<file path="config.mk">
export PLATFORM = sky130hd
export DESIGN_NAME = lcd_frame_timer
export DESIGN_NICKNAME = d
export VERILOG_FILES = /design/src/rtl/lcd_ft_pkg.sv /design/src/rtl/lcd_ft_prescale.sv /design/src/rtl/lcd_ft_sequencer.sv /design/src/rtl/lcd_ft_mask.sv /design/src/rtl/lcd_frame_timer.sv
export SDC_FILE = /design/constraint.sdc
export NUM_CORES = 1
export LEC_CHECK = 0
export BUFFER_PORTS_ARGS = -buffer_cell sky130_fd_sc_hd__buf_2
export CAP_MARGIN = 25
export CORE_ASPECT_RATIO = 1.5
export CORE_MARGIN = 2
export CORE_UTILIZATION = 51
export CTS_CLUSTER_DIAMETER = 60
export CTS_CLUSTER_SIZE = 30
export DETAILED_ROUTE_END_ITERATION = 6
export PLACE_DENSITY = 0.83
export SLEW_MARGIN = 20
export SYNTH_ARGS = -nofsm -noshare
export SYNTH_HDL_FRONTEND = slang
export SYNTH_HIERARCHICAL = 1
export SYNTH_SLANG_ARGS = --single-unit
</file>
<file path="constraint.sdc">
create_clock -name clk -period 2.7 [get_ports clk]
set_input_delay 0.675 -clock clk [delete_from_list [all_inputs] [get_ports clk]]
set_output_delay 0.675 -clock clk [all_outputs]
set_load 0.005 [all_outputs]
</file>
<file path="src/rtl/lcd_ft_pkg.sv">
package lcd_ft_pkg;
  localparam int NUM_COM = 4;
  localparam int COM_W   = 2;
  localparam int LP_W    = 4;

  typedef enum logic [1:0] {
    MUX_STATIC  = 2'b00,
    MUX_HALF    = 2'b01,
    MUX_THIRD   = 2'b10,
    MUX_QUARTER = 2'b11
  } mux_e;

  typedef enum logic [1:0] {
    SRC_MAIN    = 2'b00,
    SRC_SEC     = 2'b01,
    SRC_LFI     = 2'b10,
    SRC_LFI_ALT = 2'b11
  } src_e;

  // number of commons driven in a mode
  function automatic logic [2:0] com_count(mux_e m);
    return {1'b0, m} + 3'd1;
  endfunction

  // last sub-phase index per common
  function automatic logic [1:0] sub_last(mux_e m);
    case (m)
      MUX_STATIC: return 2'd3;
      MUX_HALF:   return 2'd1;
      default:    return 2'd0;
    endcase
  endfunction
endpackage

</file>
<file path="src/rtl/lcd_ft_prescale.sv">
module lcd_ft_prescale
  import lcd_ft_pkg::*;
#(
  parameter int MAIN_DIV = 8192,
  parameter int SEC_DIV  = 32,
  parameter int LFI_DIV  = 32
) (
  input  logic clk,
  input  logic rst,
  input  logic main_tick,
  input  logic sec_tick,
  input  logic lfi_tick,
  input  src_e sel,
  output logic pre_tick
);
  localparam int MAX_AB  = (MAIN_DIV > SEC_DIV) ? MAIN_DIV : SEC_DIV;
  localparam int MAX_DIV = (MAX_AB > LFI_DIV) ? MAX_AB : LFI_DIV;
  localparam int CNT_W   = (MAX_DIV > 1) ? $clog2(MAX_DIV) : 1;
  localparam logic [CNT_W-1:0] MAIN_LAST = CNT_W'(MAIN_DIV - 1);
  localparam logic [CNT_W-1:0] SEC_LAST  = CNT_W'(SEC_DIV - 1);
  localparam logic [CNT_W-1:0] LFI_LAST  = CNT_W'(LFI_DIV - 1);

  logic [CNT_W-1:0] cnt;
  logic [CNT_W-1:0] last;
  logic             src;

  always_comb begin
    case (sel)
      SRC_MAIN: begin src = main_tick; last = MAIN_LAST; end
      SRC_SEC:  begin src = sec_tick;  last = SEC_LAST;  end
      default:  begin src = lfi_tick;  last = LFI_LAST;  end
    endcase
  end

  assign pre_tick = src && (cnt == last);

  always_ff @(posedge clk) begin
    if (rst)      cnt <= '0;
    else if (src) cnt <= (cnt == last) ? '0 : cnt + 1'b1;
  end

  // a source switch happens only on a wrap, so the count stays in range
  assert_cnt_bound_R4: assert property (@(posedge clk) disable iff (rst)
    cnt <= last);
endmodule

</file>
<file path="src/rtl/lcd_ft_sequencer.sv">
module lcd_ft_sequencer
  import lcd_ft_pkg::*;
(
  input  logic             clk,
  input  logic             rst,
  input  logic             pre_tick,
  input  logic [LP_W-1:0]  lp_in,
  input  mux_e             mux_in,
  input  src_e             sel_in,
  output src_e             act_sel,
  output logic             wrap,
  output logic [COM_W-1:0] com_idx,
  output logic             phase_strobe,
  output logic             frame_start
);
  logic [LP_W-1:0] act_lp;
  mux_e            act_mux;
  logic [LP_W-1:0] tick_cnt;
  logic [1:0]      sub_cnt;
  logic            tick_last, sub_end, com_end;

  assign tick_last = (tick_cnt == act_lp);
  assign sub_end   = (sub_cnt == sub_last(act_mux));
  assign com_end   = ({1'b0, com_idx} == com_count(act_mux) - 3'd1);
  assign wrap      = pre_tick && tick_last && sub_end && com_end;

  always_ff @(posedge clk) begin
    if (rst) begin
      tick_cnt     <= '0;
      sub_cnt      <= '0;
      com_idx      <= '0;
      act_lp       <= '0;
      act_mux      <= MUX_QUARTER;
      act_sel      <= SRC_MAIN;
      phase_strobe <= 1'b0;
      frame_start  <= 1'b0;
    end else begin
      phase_strobe <= 1'b0;
      frame_start  <= 1'b0;
      if (pre_tick) begin
        if (!tick_last) begin
          tick_cnt <= tick_cnt + 1'b1;
        end else begin
          tick_cnt <= '0;
          if (!sub_end) begin
            sub_cnt <= sub_cnt + 1'b1;
          end else begin
            sub_cnt      <= '0;
            phase_strobe <= 1'b1;
            if (com_end) begin
              com_idx     <= '0;
              frame_start <= 1'b1;
              act_lp      <= lp_in;
              act_mux     <= mux_in;
              act_sel     <= sel_in;
            end else begin
              com_idx <= com_idx + 1'b1;
            end
          end
        end
      end
    end
  end

  assert_tick_bound_R8: assert property (@(posedge clk) disable iff (rst)
    tick_cnt <= act_lp);
  assert_sub_bound_R3: assert property (@(posedge clk) disable iff (rst)
    sub_cnt <= sub_last(act_mux));
  // configuration is held for the whole frame
  assert_cfg_hold_R6: assert property (@(posedge clk) disable iff (rst)
    !frame_start |-> ($stable(act_lp) && $stable(act_mux) && $stable(act_sel)));
endmodule

</file>
<file path="src/rtl/lcd_ft_mask.sv">
module lcd_ft_mask
  import lcd_ft_pkg::*;
(
  input  logic               clk,
  input  logic               rst,
  input  logic               load,
  input  mux_e               mux_next,
  output logic [NUM_COM-1:0] com_en
);
  for (genvar g = 0; g < NUM_COM; g++) begin : g_bit
    always_ff @(posedge clk) begin
      if (rst)       com_en[g] <= 1'b1;
      else if (load) com_en[g] <= (3'(g) < com_count(mux_next));
    end
  end

  // enabled commons always form a run starting at COM0
  assert_mask_shape_R2: assert property (@(posedge clk) disable iff (rst)
    com_en[0] && ((com_en & (com_en + 1'b1)) == '0));
endmodule

</file>
<file path="src/rtl/lcd_frame_timer.sv">
module lcd_frame_timer
  import lcd_ft_pkg::*;
#(
  parameter int MAIN_DIV = 8192,
  parameter int SEC_DIV  = 32,
  parameter int LFI_DIV  = 32
) (
  input  logic                      clk,
  input  logic                      rst,
  input  logic                      main_tick,
  input  logic                      sec_tick,
  input  logic                      lfi_tick,
  input  logic [1:0]                src_sel,
  input  logic [1:0]                mux_sel,
  input  logic [lcd_ft_pkg::LP_W-1:0]  lp,
  output logic [lcd_ft_pkg::COM_W-1:0] com_idx,
  output logic                      phase_strobe,
  output logic                      frame_start,
  output logic [lcd_ft_pkg::NUM_COM-1:0] com_en
);
  src_e act_sel;
  logic pre_tick;
  logic wrap;

  lcd_ft_prescale #(
    .MAIN_DIV(MAIN_DIV), .SEC_DIV(SEC_DIV), .LFI_DIV(LFI_DIV)
  ) u_pre (
    .clk(clk), .rst(rst),
    .main_tick(main_tick), .sec_tick(sec_tick), .lfi_tick(lfi_tick),
    .sel(act_sel), .pre_tick(pre_tick)
  );

  lcd_ft_sequencer u_seq (
    .clk(clk), .rst(rst), .pre_tick(pre_tick),
    .lp_in(lp), .mux_in(mux_e'(mux_sel)), .sel_in(src_e'(src_sel)),
    .act_sel(act_sel), .wrap(wrap),
    .com_idx(com_idx), .phase_strobe(phase_strobe), .frame_start(frame_start)
  );

  lcd_ft_mask u_mask (
    .clk(clk), .rst(rst), .load(wrap),
    .mux_next(mux_e'(mux_sel)), .com_en(com_en)
  );

  assert_start_at_com0_R5: assert property (@(posedge clk) disable iff (rst)
    frame_start |-> (com_idx == '0 && phase_strobe));
  assert_start_single_R5: assert property (@(posedge clk) disable iff (rst)
    frame_start |=> !frame_start);
  assert_idx_enabled_R1: assert property (@(posedge clk) disable iff (rst)
    com_en[com_idx]);
  assert_mask_at_boundary_R6: assert property (@(posedge clk) disable iff (rst)
    !$stable(com_en) |-> frame_start);
endmodule

</file>
# --- Yosys cells after proc, flatten, opt, wreduce, memory -nomap -nowiden ---
# Index checks and enable logic that the tools add are counted.
# W data, S select, Z words.
totals:
  reg_bits: 35
  output_inout_bits: 8
op_classes:
  n_addsub: 7
  n_lt_le_gt_ge: 4
  n_eq_ne: 6
  n_mux: 9
  n_bitwise: 3
  n_reduce_logical: 11
op_table:
  columns: ["cell", "n"]
  rows:
  - ["$mux W13", 2]
  - ["$add A13 B1 Y13 const B", 1]
  - ["$eq A13 B13 Y1", 1]
  - ["$add A2 B1 Y3 const B", 2]
  - ["$lt A1 B3 Y1 const A", 2]
  - ["$lt A2 B3 Y1 const A", 2]
  - ["$add A2 B1 Y2 const B", 2]
  - ["$add A4 B1 Y4 const B", 1]
  - ["$eq A2 B1 Y1 const B", 2]
  - ["$eq A4 B4 Y1", 1]
  - ["$logic_and A1 B1 Y1", 4]
  - ["$logic_not A2 Y1", 2]
  - ["$mux W2", 2]
  - ["$mux W4", 1]
  - ["$pmux W2 S2", 1]
  - ["$reduce_and A4 Y1", 1]
  - ["$reduce_or A4 Y1", 1]
  - ["$eq A2 B3 Y1", 1]
  - ["$not A1 Y1", 3]
  - ["$reduce_and A3 Y1", 1]
  - ["$reduce_or A3 Y1", 1]
  - ["$sub A3 B1 Y3 const B", 1]
  - ["$eq A2 B2 Y1", 1]
  - ["$mux W1", 2]
  - ["2 further kinds", 2]

# --- Depth between registers and ports, before layout ---
# Gate-level depths: netlist of the first run.
logic_depth:
  depth_word: 7
  depth_mapped: 9
  depth_no_buf: 8

# --- Hierarchy ---
# The synthesis of the first run kept the hierarchy.
modules_own_cells:
  columns: ["module", "n_inst", "cells_each", "area_per_inst_um2"]
  rows:
  - ["lcd_ft_sequencer", 1, 92, 834.6]
  - ["lcd_ft_prescale", 1, 82, 772.0]
  - ["lcd_ft_mask", 1, 13, 133.9]

# --- Worst setup path before layout of the first run ---
# No wires, ideal clock.
synth_timing:
  path_kind: "in2reg"
  from: "input lfi_tick"
  to: "register u_mask.com_en[3]"
  setup_ns: 0.122
  arrival_ns: 2.640
  t_required_ns: 2.578
  path_slack_ns: -0.062
  cell_stages: 8
  path_buffers: 1
  path_cell_list: "nand2b_2 > o211ai_4 > a21oi_1 > nand2_1 > nor4_1 > buf_2 > nor2b_1 > a311o_1"
synth_between:
  elab_chain_cells: 5
synth_rtl:
  columns: ["item", "line_no", "rtl"]
  rows:
  - ["start: declaration", "lcd_frame_timer.sv:12", "input logic lfi_tick,"]
  - ["$pmux W1 S2", "lcd_ft_prescale.sv:28", "case (sel)"]
  - ["$logic_and A1 B1 Y1", "lcd_ft_prescale.sv:35", "assign pre_tick = src && (cnt == last);"]
  - ["net pre_tick", "lcd_frame_timer.sv:22", "logic pre_tick;"]
  - ["$logic_and A1 B1 Y1 (3 in series)", "lcd_ft_sequencer.sv:25", "assign wrap = pre_tick && tick_last && sub_end && com_end;"]
  - ["net wrap", "lcd_frame_timer.sv:23", "logic wrap;"]
  - ["end signal: indexed assignment", "lcd_ft_mask.sv:13", "else if (load) com_en[g] <= (3'(g) < com_count(mux_next));"]
  - ["end: declaration", "lcd_ft_mask.sv:8", "output logic [NUM_COM-1:0] com_en"]
# The timed path passes the listed nets, and every way through them passes these cells.
# A chain may end at the register's enable or synchronous reset.

# --- Worst setup path after layout of the first run ---
layout_timing:
  from: "register u_pre.cnt[0]"
  to: "register u_seq.act_sel[0]"
layout_between:
  elab_chain_cells: 3
layout_rtl:
  columns: ["item", "line_no", "rtl"]
  rows:
  - ["start: declaration", "lcd_ft_prescale.sv:23", "logic [CNT_W-1:0] cnt;"]
  - ["start signal: assignment", "lcd_ft_prescale.sv:39", "else if (src) cnt <= (cnt == last) ? '0 : cnt + 1'b1;"]
  - ["$eq A13 B13 Y1", "lcd_ft_prescale.sv:35", null]
  - ["$logic_and A1 B1 Y1", "lcd_ft_prescale.sv:35", null]
  - ["net pre_tick", "lcd_frame_timer.sv:22", null]
  - ["$reduce_and A4 Y1 (no line)", null, null]
  - ["end signal: assignment", "lcd_ft_sequencer.sv:55", "act_sel <= sel_in;"]
  - ["end: declaration", "lcd_ft_sequencer.sv:10", "output src_e act_sel,"]
# The timed path passes the listed nets, and every way through them passes these cells.

==> results.yml, run 1 <==
outcome:
  outcome: "finished clean"
pwr:
  power_per_cell_area_nw_per_um2: 461
  power_consumption_uw: 917
  ir_drop_v: 0.000339
  total_leakage_power_nw: 0.697
global_route:
  grt_first_pass_wirelength_mm: 5.82
  overflow: 0
  maximum_number_of_pins_on_one_net_before_global_route_repair: 35
  track_usage_pct: 20.1
  grt_pass1_vias: 1305
  grt_antenna_before_repair: 0
clocking:
  tritoncts.num_buffers: 5
  cts.hold.buffers_added: 0
  numClockSinks: 35
  worst_skew_pair.late_latency_ns: 0.28
  cts_tree: "done"
  htree_num_levels: 2
  setup_fix_buffers_added_after_clock_tree_synthesis: 0
  cts_buffer_depth: 2
  clock_tree.root_cell: "sky130_fd_sc_hd__clkbuf_8"
  clock_slew_at_the_register_clock_pins_of_the_worst_setup_and_hold_paths_ns: 0.07
  post_cts.resized_instances: 0
critical_path:
  r2r.worst_path.cells: 8
  worst_ep_required_time_ns: 2.91
  crit_path_end_kind: "register"
  timing_worst_setup_path_type: "register to register"
  critPathArrivalTime_ns: 2.57
  setup.worst_path.start_class: "register"
  worst-path-max-fanout: 9
synth:
  synth-async-reset-ratio_pct: 0
  synth.top_cells.by_area: "sky130_fd_sc_hd__dfxtp_1 40%, sky130_fd_sc_hd__mux2i_1 5.8%, sky130_fd_sc_hd__nand2_1 4.5%, sky130_fd_sc_hd__xnor2_1 3.5%, sky130_fd_sc_hd__xor2_1 3.0%"
  post_synth_inst_count: 187
  post_synth_edffs: 0
  synth_seq_cells: 35
  synth_top_flop_cell: "sky130_fd_sc_hd__dfxtp_1"
  yosys.area.top_type_share_pct: 40.3
  yosys.cell_count.top_type: "sky130_fd_sc_hd__dfxtp_1"
  synth.distinct_cells: 48
  synth.yosys.seq_area_share_pct: 40.3
  yosysWarningCount: 6
  synthesis.area_um2: 1740
  post-synth-top-area-cell: "sky130_fd_sc_hd__dfxtp_1"
  synth_top_cells_by_count: "35 x sky130_fd_sc_hd__dfxtp_1, 21 x sky130_fd_sc_hd__nand2_1, 12 x sky130_fd_sc_hd__nor2_1, 10 x sky130_fd_sc_hd__mux2i_1"
  synth_area_per_cell_um2: 9.31
  synth.net_count: 202
layout:
  stdcell_area_um2: 1990
  stdcell_count: 257
  drive_gt1_share_pct: 20.5
  antenna_diodes: 0
  final_nets: 229
  area_growth_pct: 14.3
timing:
  final-hold-violation-count: 0
  worst_slew_margin_rel_pct: 68.1
  skew_ns: 0.00315
  grt_setup_unrepaired: "false"
  part_of_the_cycle_the_worst_path_needs_pct: 87.5
  fmax_mhz: 423
  worst-slew-pin-transition_ns: 0.476
  setup-violations-final: 0
  period_minus_slack_ns: 2.36
  timing.final.max_slew_violations: 0
  tns_ns: 0
die:
  fp.dieW_um: 51.7
  die_h_um: 75.5
  coreArea_um2: 3350
  io_pins: 21
  core.rowCount: 26
  initial_core_util_pct: 51.9
  die_area_um2: 3910
place:
  dp.cells: 249
  routabilityCongestion: 0.892
  io_buffer_count: 20
  place_area_um2: 1910
  dp_hpwl_mm: 2.43
job:
  max_cap_violations: 0
hold_path:
  worst_hold_path.num_cells: 1
  min_path_type: "register to register"
routing:
  avgViaCountPerCell: 5.59
  drtAntennaViolNets: 0
  drt_drc_violations_left: 0
  dr_total_vias: 1436
  wirelength_mm: 3.45
  initialDrtViolationCount: 45
  routed_wire_length_per_instance_um: 13.4
  drt_pre_antenna_iters: 4
## per-layer routing
layer | track usage [%] | vias to the layer above | part of all wire, %
li1 | - | 750 | -
met1 | 23.9 | 665 | 45
met2 | 34.0 | 15 | 51
met3 | 4.90 | 6 | 2.8
met4 | 9.36 | 0 | 1.7
met5 | 0 | - | 0
## final timing paths
kind	slack [ns]	from	endpoint
max	0.34	u_pre/cnt[0]$_SDFFE_PP0P_	u_seq/act_sel[0]$_SDFFE_PP0P_
min	0.44	u_mask/com_en[0]$_SDFFE_PP1P_	u_mask/com_en[0]$_SDFFE_PP1P_
max reg2reg	0.34	u_pre/cnt[0]$_SDFFE_PP0P_	u_seq/act_sel[0]$_SDFFE_PP0P_
min reg2reg	0.44	u_mask/com_en[0]$_SDFFE_PP1P_	u_mask/com_en[0]$_SDFFE_PP1P_
## layout make-up
class / count / area, um2
multi-input cells: 141 / 995
clock buffers: 7 / 76.3
well taps: 42 / 52.6
repair buffers: 25 / 138
inverters: 6 / 22.5
fillers: 298 / 1360
flip-flops and latches: 35 / 701
clock inverters: 1 / 5.00
## sequential cells by signal (all words and copies together) (netlist names)
signal and flops:
u_seq/act_lp 4, u_seq/act_sel 2, u_mask/com_en 4, u_seq/act_mux 2, u_seq/tick_cnt 4, u_seq/frame_start 1, u_seq/com_idx 2, u_seq/sub_cnt 2
u_seq/phase_strobe 1, u_pre/cnt 13
## placed cells by master, fill, tap and decap left out, types with 6 or more instances in the layout
cell type                  n
sky130_fd_sc_hd__nor3_1    7
sky130_fd_sc_hd__o21ai_0   7
sky130_fd_sc_hd__a21oi_1   6
sky130_fd_sc_hd__nor2_1   12
sky130_fd_sc_hd__inv_1     6
sky130_fd_sc_hd__mux2i_1  10
sky130_fd_sc_hd__xor2_1    6
sky130_fd_sc_hd__buf_2    20
sky130_fd_sc_hd__nand2_1  21
sky130_fd_sc_hd__xnor2_1   7
sky130_fd_sc_hd__dfxtp_1  35
## worst max-delay path: stages (launching register included)
cell	delay, ns
sky130_fd_sc_hd__dfxtp_1	0.39
sky130_fd_sc_hd__ha_1	0.21
sky130_fd_sc_hd__and4_1	0.30
sky130_fd_sc_hd__o211ai_4	0.13
sky130_fd_sc_hd__a21oi_2	0.16
sky130_fd_sc_hd__nand2_1	0.20
sky130_fd_sc_hd__nor4_2	0.44
sky130_fd_sc_hd__buf_4	0.26
sky130_fd_sc_hd__mux2i_1	0.20
## power breakdown
group          switching, mW  internal, mW  total (mW)
registers            0.00282         0.519       0.522
logic                 0.0217        0.0148      0.0364
clock network          0.178         0.181       0.359
## logic make-up after synthesis
family	synth area share, %
AO/OA/AOI/OAI	18.5
AND/OR/NAND/NOR	23.5
multiplexers	6.61
flip-flops	40.3
buffers and inverters	3.16
adder cells (fa/ha/maj)	1.44
XOR/XNOR	6.54
## per-stage QoR
step	hold slack, ns	util [%]	setup WS [ns]
after global routing	0.490	59.4	0.135
final	0.440	59.4	0.337
after detailed placement	0.425	56.9	0.315
after global placement	0.427	56.9	0.338
after floorplan	0.440	-	0.185
after CTS	0.444	59.4	0.355
(Power assumes the default switching activity.)
==> run 2, diff against run 1 <==
--- a/config.mk
+++ b/config.mk
@@ -9,13 +9,12 @@
 export CAP_MARGIN = 25
 export CORE_ASPECT_RATIO = 1.5
 export CORE_MARGIN = 2
-export CORE_UTILIZATION = 51
+export CORE_UTILIZATION = 61
 export CTS_CLUSTER_DIAMETER = 60
 export CTS_CLUSTER_SIZE = 30
 export DETAILED_ROUTE_END_ITERATION = 6
-export PLACE_DENSITY = 0.83
+export PLACE_DENSITY = 0.92
 export SLEW_MARGIN = 20
 export SYNTH_ARGS = -nofsm -noshare
 export SYNTH_HDL_FRONTEND = slang
-export SYNTH_HIERARCHICAL = 1
 export SYNTH_SLANG_ARGS = --single-unit
==> constraint.sdc (replaced) <==
create_clock -name clk -period 2.85 [get_ports clk]
set_input_delay 0.7125 -clock clk [delete_from_list [all_inputs] [get_ports clk]]
set_output_delay 0.7125 -clock clk [all_outputs]
set_load 0.005 [all_outputs]
==> run 2 against run 1 <==
  * Combinational power fell by 6.6%
  * Global-route usage increased by 4.4 points
  * Fmax up 10%
  * Hold slack improved by 0.0079 ns
==> results.yml, run 2 <==
synth:
  yosys.cell_count.top_type: "sky130_fd_sc_hd__dfxtp_1"
  synth.top_cells.by_area: "sky130_fd_sc_hd__dfxtp_1 41%, sky130_fd_sc_hd__mux2i_1 6.4%, sky130_fd_sc_hd__xor2_1 6.2%, sky130_fd_sc_hd__nor2_1 5.3%, sky130_fd_sc_hd__nand2_1 5.1%"
  synthesis.area_um2: 1710
  synth_seq_cells: 35
  synth_top_cells_by_count: "35 x sky130_fd_sc_hd__dfxtp_1, 24 x sky130_fd_sc_hd__nor2_1, 23 x sky130_fd_sc_hd__nand2_1, 12 x sky130_fd_sc_hd__nand4_1, 12 x sky130_fd_sc_hd__xor2_1"
  synth.yosys.seq_area_share_pct: 41.0
  post_synth_inst_count: 198
  post-synth-top-area-cell: "sky130_fd_sc_hd__dfxtp_1"
  yosysWarningCount: 0
  synth-async-reset-ratio_pct: 0
  synth_area_per_cell_um2: 8.63
  synth.net_count: 213
  synth_top_flop_cell: "sky130_fd_sc_hd__dfxtp_1"
  post_synth_edffs: 0
  yosys.area.top_type_share_pct: 41.0
  synth.distinct_cells: 39
timing:
  final-hold-violation-count: 0
  worst_slew_margin_rel_pct: 62.2
  setup-violations-final: 0
  part_of_the_cycle_the_worst_path_needs_pct: 75.4
  skew_ns: 0.00351
  finalWorstSetupSlack_ns: 0.702
  period_minus_slack_ns: 2.15
  tns_ns: 0
  whs_ns: 0.448
  timing.final.max_slew_violations: 0
  worst-slew-pin-transition_ns: 0.565
  grt_setup_unrepaired: "false"
  fmax_mhz: 465
global_route:
  maximum_number_of_pins_on_one_net_before_global_route_repair: 22
  track_usage_pct: 24.5
  grt_first_pass_wirelength_mm: 5.66
  grt_antenna_before_repair: 0
  grt_pass1_vias: 1379
  overflow: 0
clocking:
  htree_num_levels: 2
  cts_buffer_depth: 2
  numClockSinks: 35
  worst_skew_pair.late_latency_ns: 0.29
  setup_fix_buffers_added_after_clock_tree_synthesis: 0
  cts.hold.buffers_added: 0
  cts_tree: "done"
  clock_slew_at_the_register_clock_pins_of_the_worst_setup_and_hold_paths_ns: 0.06
  tritoncts.num_buffers: 5
  clock_tree.root_cell: "sky130_fd_sc_hd__clkbuf_8"
  post_cts.resized_instances: 0
critical_path:
  cp_slowest_stage_delay_ns: 0.57
  regToRegEndpoint: "u_seq.tick_cnt[0]$_SDFFE_PP0N_"
  reg2reg_setup_slack_ns: 0.70
  crit_slowest_cell: "sky130_fd_sc_hd__or4_1"
  r2r.worst_path.cells: 5
  critical_path.reg2reg.startpoint: "u_seq.act_sel[0]$_SDFFE_PP0P_"
  timing_worst_setup_path_type: "register to register"
  crit_chain: "nor2_1 > or4_4 > o22a_1 > or4_1 > a21oi_1"
  critPathArrivalTime_ns: 2.37
  crit_path_end_kind: "register"
  worst-path-max-fanout: 15
  setup.worst_path.start_class: "register"
  worst_ep_required_time_ns: 3.07
layout:
  final_nets: 238
  fill_cells: 205
  area_growth_pct: 13.7
  layout_common_cells: "35 x sky130_fd_sc_hd__dfxtp_1, 24 x sky130_fd_sc_hd__nor2_1, 23 x sky130_fd_sc_hd__nand2_1"
  largest_register: "u_pre.cnt"
  layout_commonest_cell: "sky130_fd_sc_hd__dfxtp_1"
  stdcell_area_um2: 1940
  antenna_diodes: 0
  largest_register_ffs: 13
  drive_gt1_share_pct: 16.1
pwr:
  sequentialPowerShare_pct: 57.0
  netSwitchingFraction_pct: 22.0
  cell_internal_pwr_uw: 676
  ir_drop_v: 0.000397
  power_per_cell_area_nw_per_um2: 447
  combinationalPowerShare_pct: 3.9
  p_switching_uw: 191
  power_frac_clock_pct: 39.1
  power_consumption_uw: 867
  total_leakage_power_nw: 0.695
hold_path:
  hold_path.startpoint: "u_mask.com_en[0]$_SDFFE_PP1P_"
  worst_hold_path.num_cells: 1
  hold_critical_path_endpoint: "u_mask.com_en[0]$_SDFFE_PP1P_"
  min_path_type: "register to register"
die:
  fp.dieW_um: 47.2
  coreArea_um2: 2680
  initial_core_util_pct: 63.8
  die_area_um2: 3250
  die_h_um: 68.8
  core.rowCount: 23
  io_pins: 21
outcome:
  outcome: "finished clean"
place:
  io_buffer_count: 20
  place_area_um2: 1860
  dp_hpwl_mm: 2.58
  place_worst_setup_slack_ns: 0.448
  routabilityCongestion: 0.820
job:
  max_cap_violations: 0
routing:
  drtAntennaViolNets: 0
  drt_pre_antenna_iters: 4
  wirelength_mm: 3.49
  avgViaCountPerCell: 5.72
  initialDrtViolationCount: 36
  drt_drc_violations_left: 0
  dr_total_vias: 1494
  routed_wire_length_per_instance_um: 13.4
## run 2: changes by cell type after synthesis, moves of 4 or more
cell	before	now
sky130_fd_sc_hd__a21oi_1	7	11
sky130_fd_sc_hd__nor4_1	4	0
sky130_fd_sc_hd__nor3_1	7	3
sky130_fd_sc_hd__nand3_1	3	10
sky130_fd_sc_hd__xor2_1	6	12
sky130_fd_sc_hd__nand4_1	3	12
sky130_fd_sc_hd__nor2_1	12	24
## run 2: kinds of logic after synthesis
| logic type | share of synthesized area [%] |
|---|---|
| AO/OA/AOI/OAI | 13.1 |
| AND/OR/NAND/NOR | 26.5 |
| adder cells (fa/ha/maj) | 1.46 |
| buffers and inverters | 2.71 |
| XOR/XNOR | 8.72 |
| flip-flops | 41.0 |
| multiplexers | 6.45 |
## run 2: critical path, delay by kind of cell, from the launching register on
family	cells	cell delay (ns)
compound gates	2	0.56
flops	1	0.39
simple gates	3	1.13
## run 2: worst max-delay path by stage
stage,start,end,slack [ns],depth (start not counted)
after floorplan,sec_tick,u_seq.tick_cnt[2]$_SDFFE_PP0N_,0.79,6
after detailed placement,sec_tick,u_mask.com_en[0]$_SDFFE_PP1P_,0.45,7
after CTS,u_seq.act_sel[0]$_SDFFE_PP0P_,u_seq.tick_cnt[0]$_SDFFE_PP0N_,0.70,5
final,u_seq.act_sel[0]$_SDFFE_PP0P_,u_seq.tick_cnt[0]$_SDFFE_PP0N_,0.70,5
after global placement,sec_tick,u_mask.com_en[0]$_SDFFE_PP1P_,0.51,7
after global routing,u_seq.act_sel[1]$_SDFFE_PP0P_,u_seq.tick_cnt[0]$_SDFFE_PP0N_,0.58,5
## run 2: routing by layer
| layer | part of all wire, % | vias up | wire [um] | track usage (%) |
|---|---|---|---|---|
| li1 | - | 760 | - | - |
| met1 | 41 | 704 | 1430 | 26.3 |
| met2 | 53 | 24 | 1860 | 43.2 |
| met3 | 3.4 | 6 | 120 | 6.25 |
| met4 | 2.1 | 0 | 72 | 11.5 |
| met5 | 0 | - | 0 | 0 |
## run 2: power by group through the flow
stage / Sequential, mW / Clock [mW] / Combinational, mW
6_report: 0.494 / 0.339 / 0.0340
4_1_cts: 0.494 / 0.345 / 0.0340
2_1_floorplan: 0.504 / 0 / 0.0192
3_3_place_gp: 0.505 / 0 / 0.0333
3_5_place_dp: 0.505 / 0 / 0.0339
5_1_grt: 0.494 / 0.361 / 0.0379
## run 2: final cells by class
class,count,area (um2),share of cell area [%]
inverter,4,15.0,0.773
multi-input combinational,152,961,49.5
timing repair buffer,25,138,7.09
clock inverter,1,5.00,0.258
sequential,35,701,36.1
tap,37,46.3,2.38
clock buffer,7,76.3,3.93
## run 2: through the flow
step,instances,util [%]
6_report,261,72.6
5_1_grt,261,72.6
4_1_cts,261,72.6
3_5_place_dp,253,69.5
3_3_place_gp,253,69.5
2_1_floorplan,198,-
==> run 3, diff against run 2 <==
--- a/config.mk
+++ b/config.mk
@@ -9,11 +9,11 @@
 export CAP_MARGIN = 25
 export CORE_ASPECT_RATIO = 1.5
 export CORE_MARGIN = 2
-export CORE_UTILIZATION = 61
+export CORE_UTILIZATION = 56
 export CTS_CLUSTER_DIAMETER = 60
 export CTS_CLUSTER_SIZE = 30
 export DETAILED_ROUTE_END_ITERATION = 6
-export PLACE_DENSITY = 0.92
+export PLACE_DENSITY = 0.86
 export SLEW_MARGIN = 20
 export SYNTH_ARGS = -nofsm -noshare
 export SYNTH_HDL_FRONTEND = slang
==> constraint.sdc (replaced) <==
create_clock -name clk -period 2.1 [get_ports clk]
set_input_delay 0.525 -clock clk [delete_from_list [all_inputs] [get_ports clk]]
set_output_delay 0.525 -clock clk [all_outputs]
set_load 0.005 [all_outputs]
==> run 3 against run 2 <==
  * Largest power group unchanged
  * Sequential cell count unchanged
  * Hold slack got worse by 0.0092 ns
  * Sequential power increased by 36%
  * Non-clock buffer count increased by 9
  * Core utilization decreased by 2.5 points
  * Clock skew about the same
  * Sequential share of layout area decreased by 1.7 points
  * Via count increased by 8.2%
  * Clock power increased by 58%
  * Highest routed layer unchanged
==> results.yml, run 3 (synthesized netlist as in run 2, its figures left out) <==
global_route:
  grt_pass1_vias: 1517
  overflow: 0
  grt_antenna_before_repair: 0
  maximum_number_of_pins_on_one_net_before_global_route_repair: 22
  grt_first_pass_wirelength_mm: 6.40
  track_usage_pct: 23.4
die:
  core.rowCount: 24
  io_pins: 21
  die_h_um: 71.6
  die_area_um2: 3520
  initial_core_util_pct: 58.6
  coreArea_um2: 2910
  fp.dieW_um: 49.1
timing:
  setup-violations-final: 0
  skew_ns: 0.00304
  period_minus_slack_ns: 1.98
  part_of_the_cycle_the_worst_path_needs_pct: 94.5
  worst_slew_margin_rel_pct: 73.9
  whs_ns: 0.439
  final-hold-violation-count: 0
  fmax_mhz: 504
  worst-slew-pin-transition_ns: 0.391
  tns_ns: 0
  grt_setup_unrepaired: "false"
  timing.final.max_slew_violations: 0
routing:
  initialDrtViolationCount: 43
  drt_pre_antenna_iters: 5
  routed_wire_length_per_instance_um: 14.1
  drtAntennaViolNets: 0
  wirelength_mm: 3.84
  drt_drc_violations_left: 0
  avgViaCountPerCell: 5.94
  dr_total_vias: 1616
place:
  dp_hpwl_mm: 2.64
  place_area_um2: 1930
  io_buffer_count: 20
  routabilityCongestion: 0.877
pwr:
  netSwitchingFraction_pct: 21.4
  total_leakage_power_nw: 0.749
  cell_internal_pwr_uw: 988
  combinationalPowerShare_pct: 4.2
  power_per_cell_area_nw_per_um2: 617
  power_frac_clock_pct: 42.5
  p_switching_uw: 270
  sequentialPowerShare_pct: 53.3
  ir_drop_v: 0.000550
layout:
  stdcell_area_um2: 2040
  layout_commonest_cell: "sky130_fd_sc_hd__dfxtp_1"
  largest_register_ffs: 13
  antenna_diodes: 0
  layout_common_cells: "35 x sky130_fd_sc_hd__dfxtp_1, 24 x sky130_fd_sc_hd__nor2_1, 23 x sky130_fd_sc_hd__nand2_1"
  area_growth_pct: 19.4
  drive_gt1_share_pct: 20.2
  largest_register: "u_pre.cnt"
  final_nets: 247
clocking:
  cts_tree: "done"
  cts_buffer_depth: 2
  numClockSinks: 35
  setup_fix_buffers_added_after_clock_tree_synthesis: 0
  cts.hold.buffers_added: 0
  tritoncts.num_buffers: 5
  worst_skew_pair.late_latency_ns: 0.29
  htree_num_levels: 2
  clock_slew_at_the_register_clock_pins_of_the_worst_setup_and_hold_paths_ns: 0.07
  clock_tree.root_cell: "sky130_fd_sc_hd__clkbuf_8"
critical_path:
  critPathArrivalTime_ns: 2.21
  setup.worst_path.start_class: "register"
  crit_path_end_kind: "register"
  worst_ep_required_time_ns: 2.32
  timing_worst_setup_path_type: "register to register"
  worst-path-max-fanout: 12
  reg2reg_setup_slack_ns: 0.12
job:
  max_cap_violations: 0
outcome:
  outcome: "finished clean"
hold_path:
  min_path_type: "register to register"
[run 3: cell types whose count changed in the layout (fill, tap and decap cells not counted)]
cell                       delta
sky130_fd_sc_hd__clkinv_2     -1
sky130_fd_sc_hd__o311ai_1     +1
sky130_fd_sc_hd__buf_4        +9
sky130_fd_sc_hd__o22a_1       -1
sky130_fd_sc_hd__clkbuf_8     +2
sky130_fd_sc_hd__o22a_4       +1
sky130_fd_sc_hd__o311ai_0     -1
sky130_fd_sc_hd__clkbuf_1     -1
[run 3: per-layer routing]
layer	part of all wire, %	GRT usage [%]
met3	4.4	3.96
met5	0	0
met1	41	26.6
met2	52	39.0
met4	2.8	17.5
[run 3: path summary, 6_finish.rpt]
kind                                                      end                     startpoint  depth (start not counted)
worst max-delay path            u_seq.sub_cnt[1]$_SDFFE_PP0N_  u_seq.act_sel[0]$_SDFFE_PP0P_                          5
worst min-delay path            u_mask.com_en[0]$_SDFFE_PP1P_  u_mask.com_en[0]$_SDFFE_PP1P_                          1
worst max register to register  u_seq.sub_cnt[1]$_SDFFE_PP0N_  u_seq.act_sel[0]$_SDFFE_PP0P_                          5
worst min register to register  u_mask.com_en[0]$_SDFFE_PP1P_  u_mask.com_en[0]$_SDFFE_PP1P_                          1
[run 3: layout make-up]
cell class	count	area, um2
clock buffers	8	100
fillers	237	873
inverters	4	15.0
multi-input cells	152	970
flip-flops and latches	35	701
well taps	39	48.8
repair buffers	34	205
[run 3: critical path, cell delays in order (launching register included)]
cell                      delay, ns
sky130_fd_sc_hd__dfxtp_1       0.38
sky130_fd_sc_hd__nor2_1        0.11
sky130_fd_sc_hd__or4_4         0.45
sky130_fd_sc_hd__o22a_4        0.32
sky130_fd_sc_hd__or4_1         0.51
sky130_fd_sc_hd__a21oi_1       0.15
[run 3: metrics by stage]
step                      std cells  utilization, %  worst slack (ns)  power, mW
after floorplan                 198               -             0.227      0.710
after global placement          264            66.3             0.133      0.735
after detailed placement        264            66.3            0.0641      0.737
after CTS                       272            69.7            0.0432       1.26
after global routing            272            70.0            0.0135       1.29
final                           272            70.0             0.116       1.26
[run 3: power by group through the flow]
stage          Combinational (mW)  Sequential (mW)  Clock [mW]
6_report                   0.0526            0.670       0.535
5_1_grt                    0.0580            0.670       0.562
4_1_cts                    0.0519            0.670       0.543
3_5_place_dp               0.0515            0.685           0
3_3_place_gp               0.0505            0.685           0
2_1_floorplan              0.0260            0.684           0
[run 3: timing repair]
item	in CTS	in global routing
endpoints found under the hold margin	0	0
endpoints found under the setup margin	0	14
resized for setup	0	3
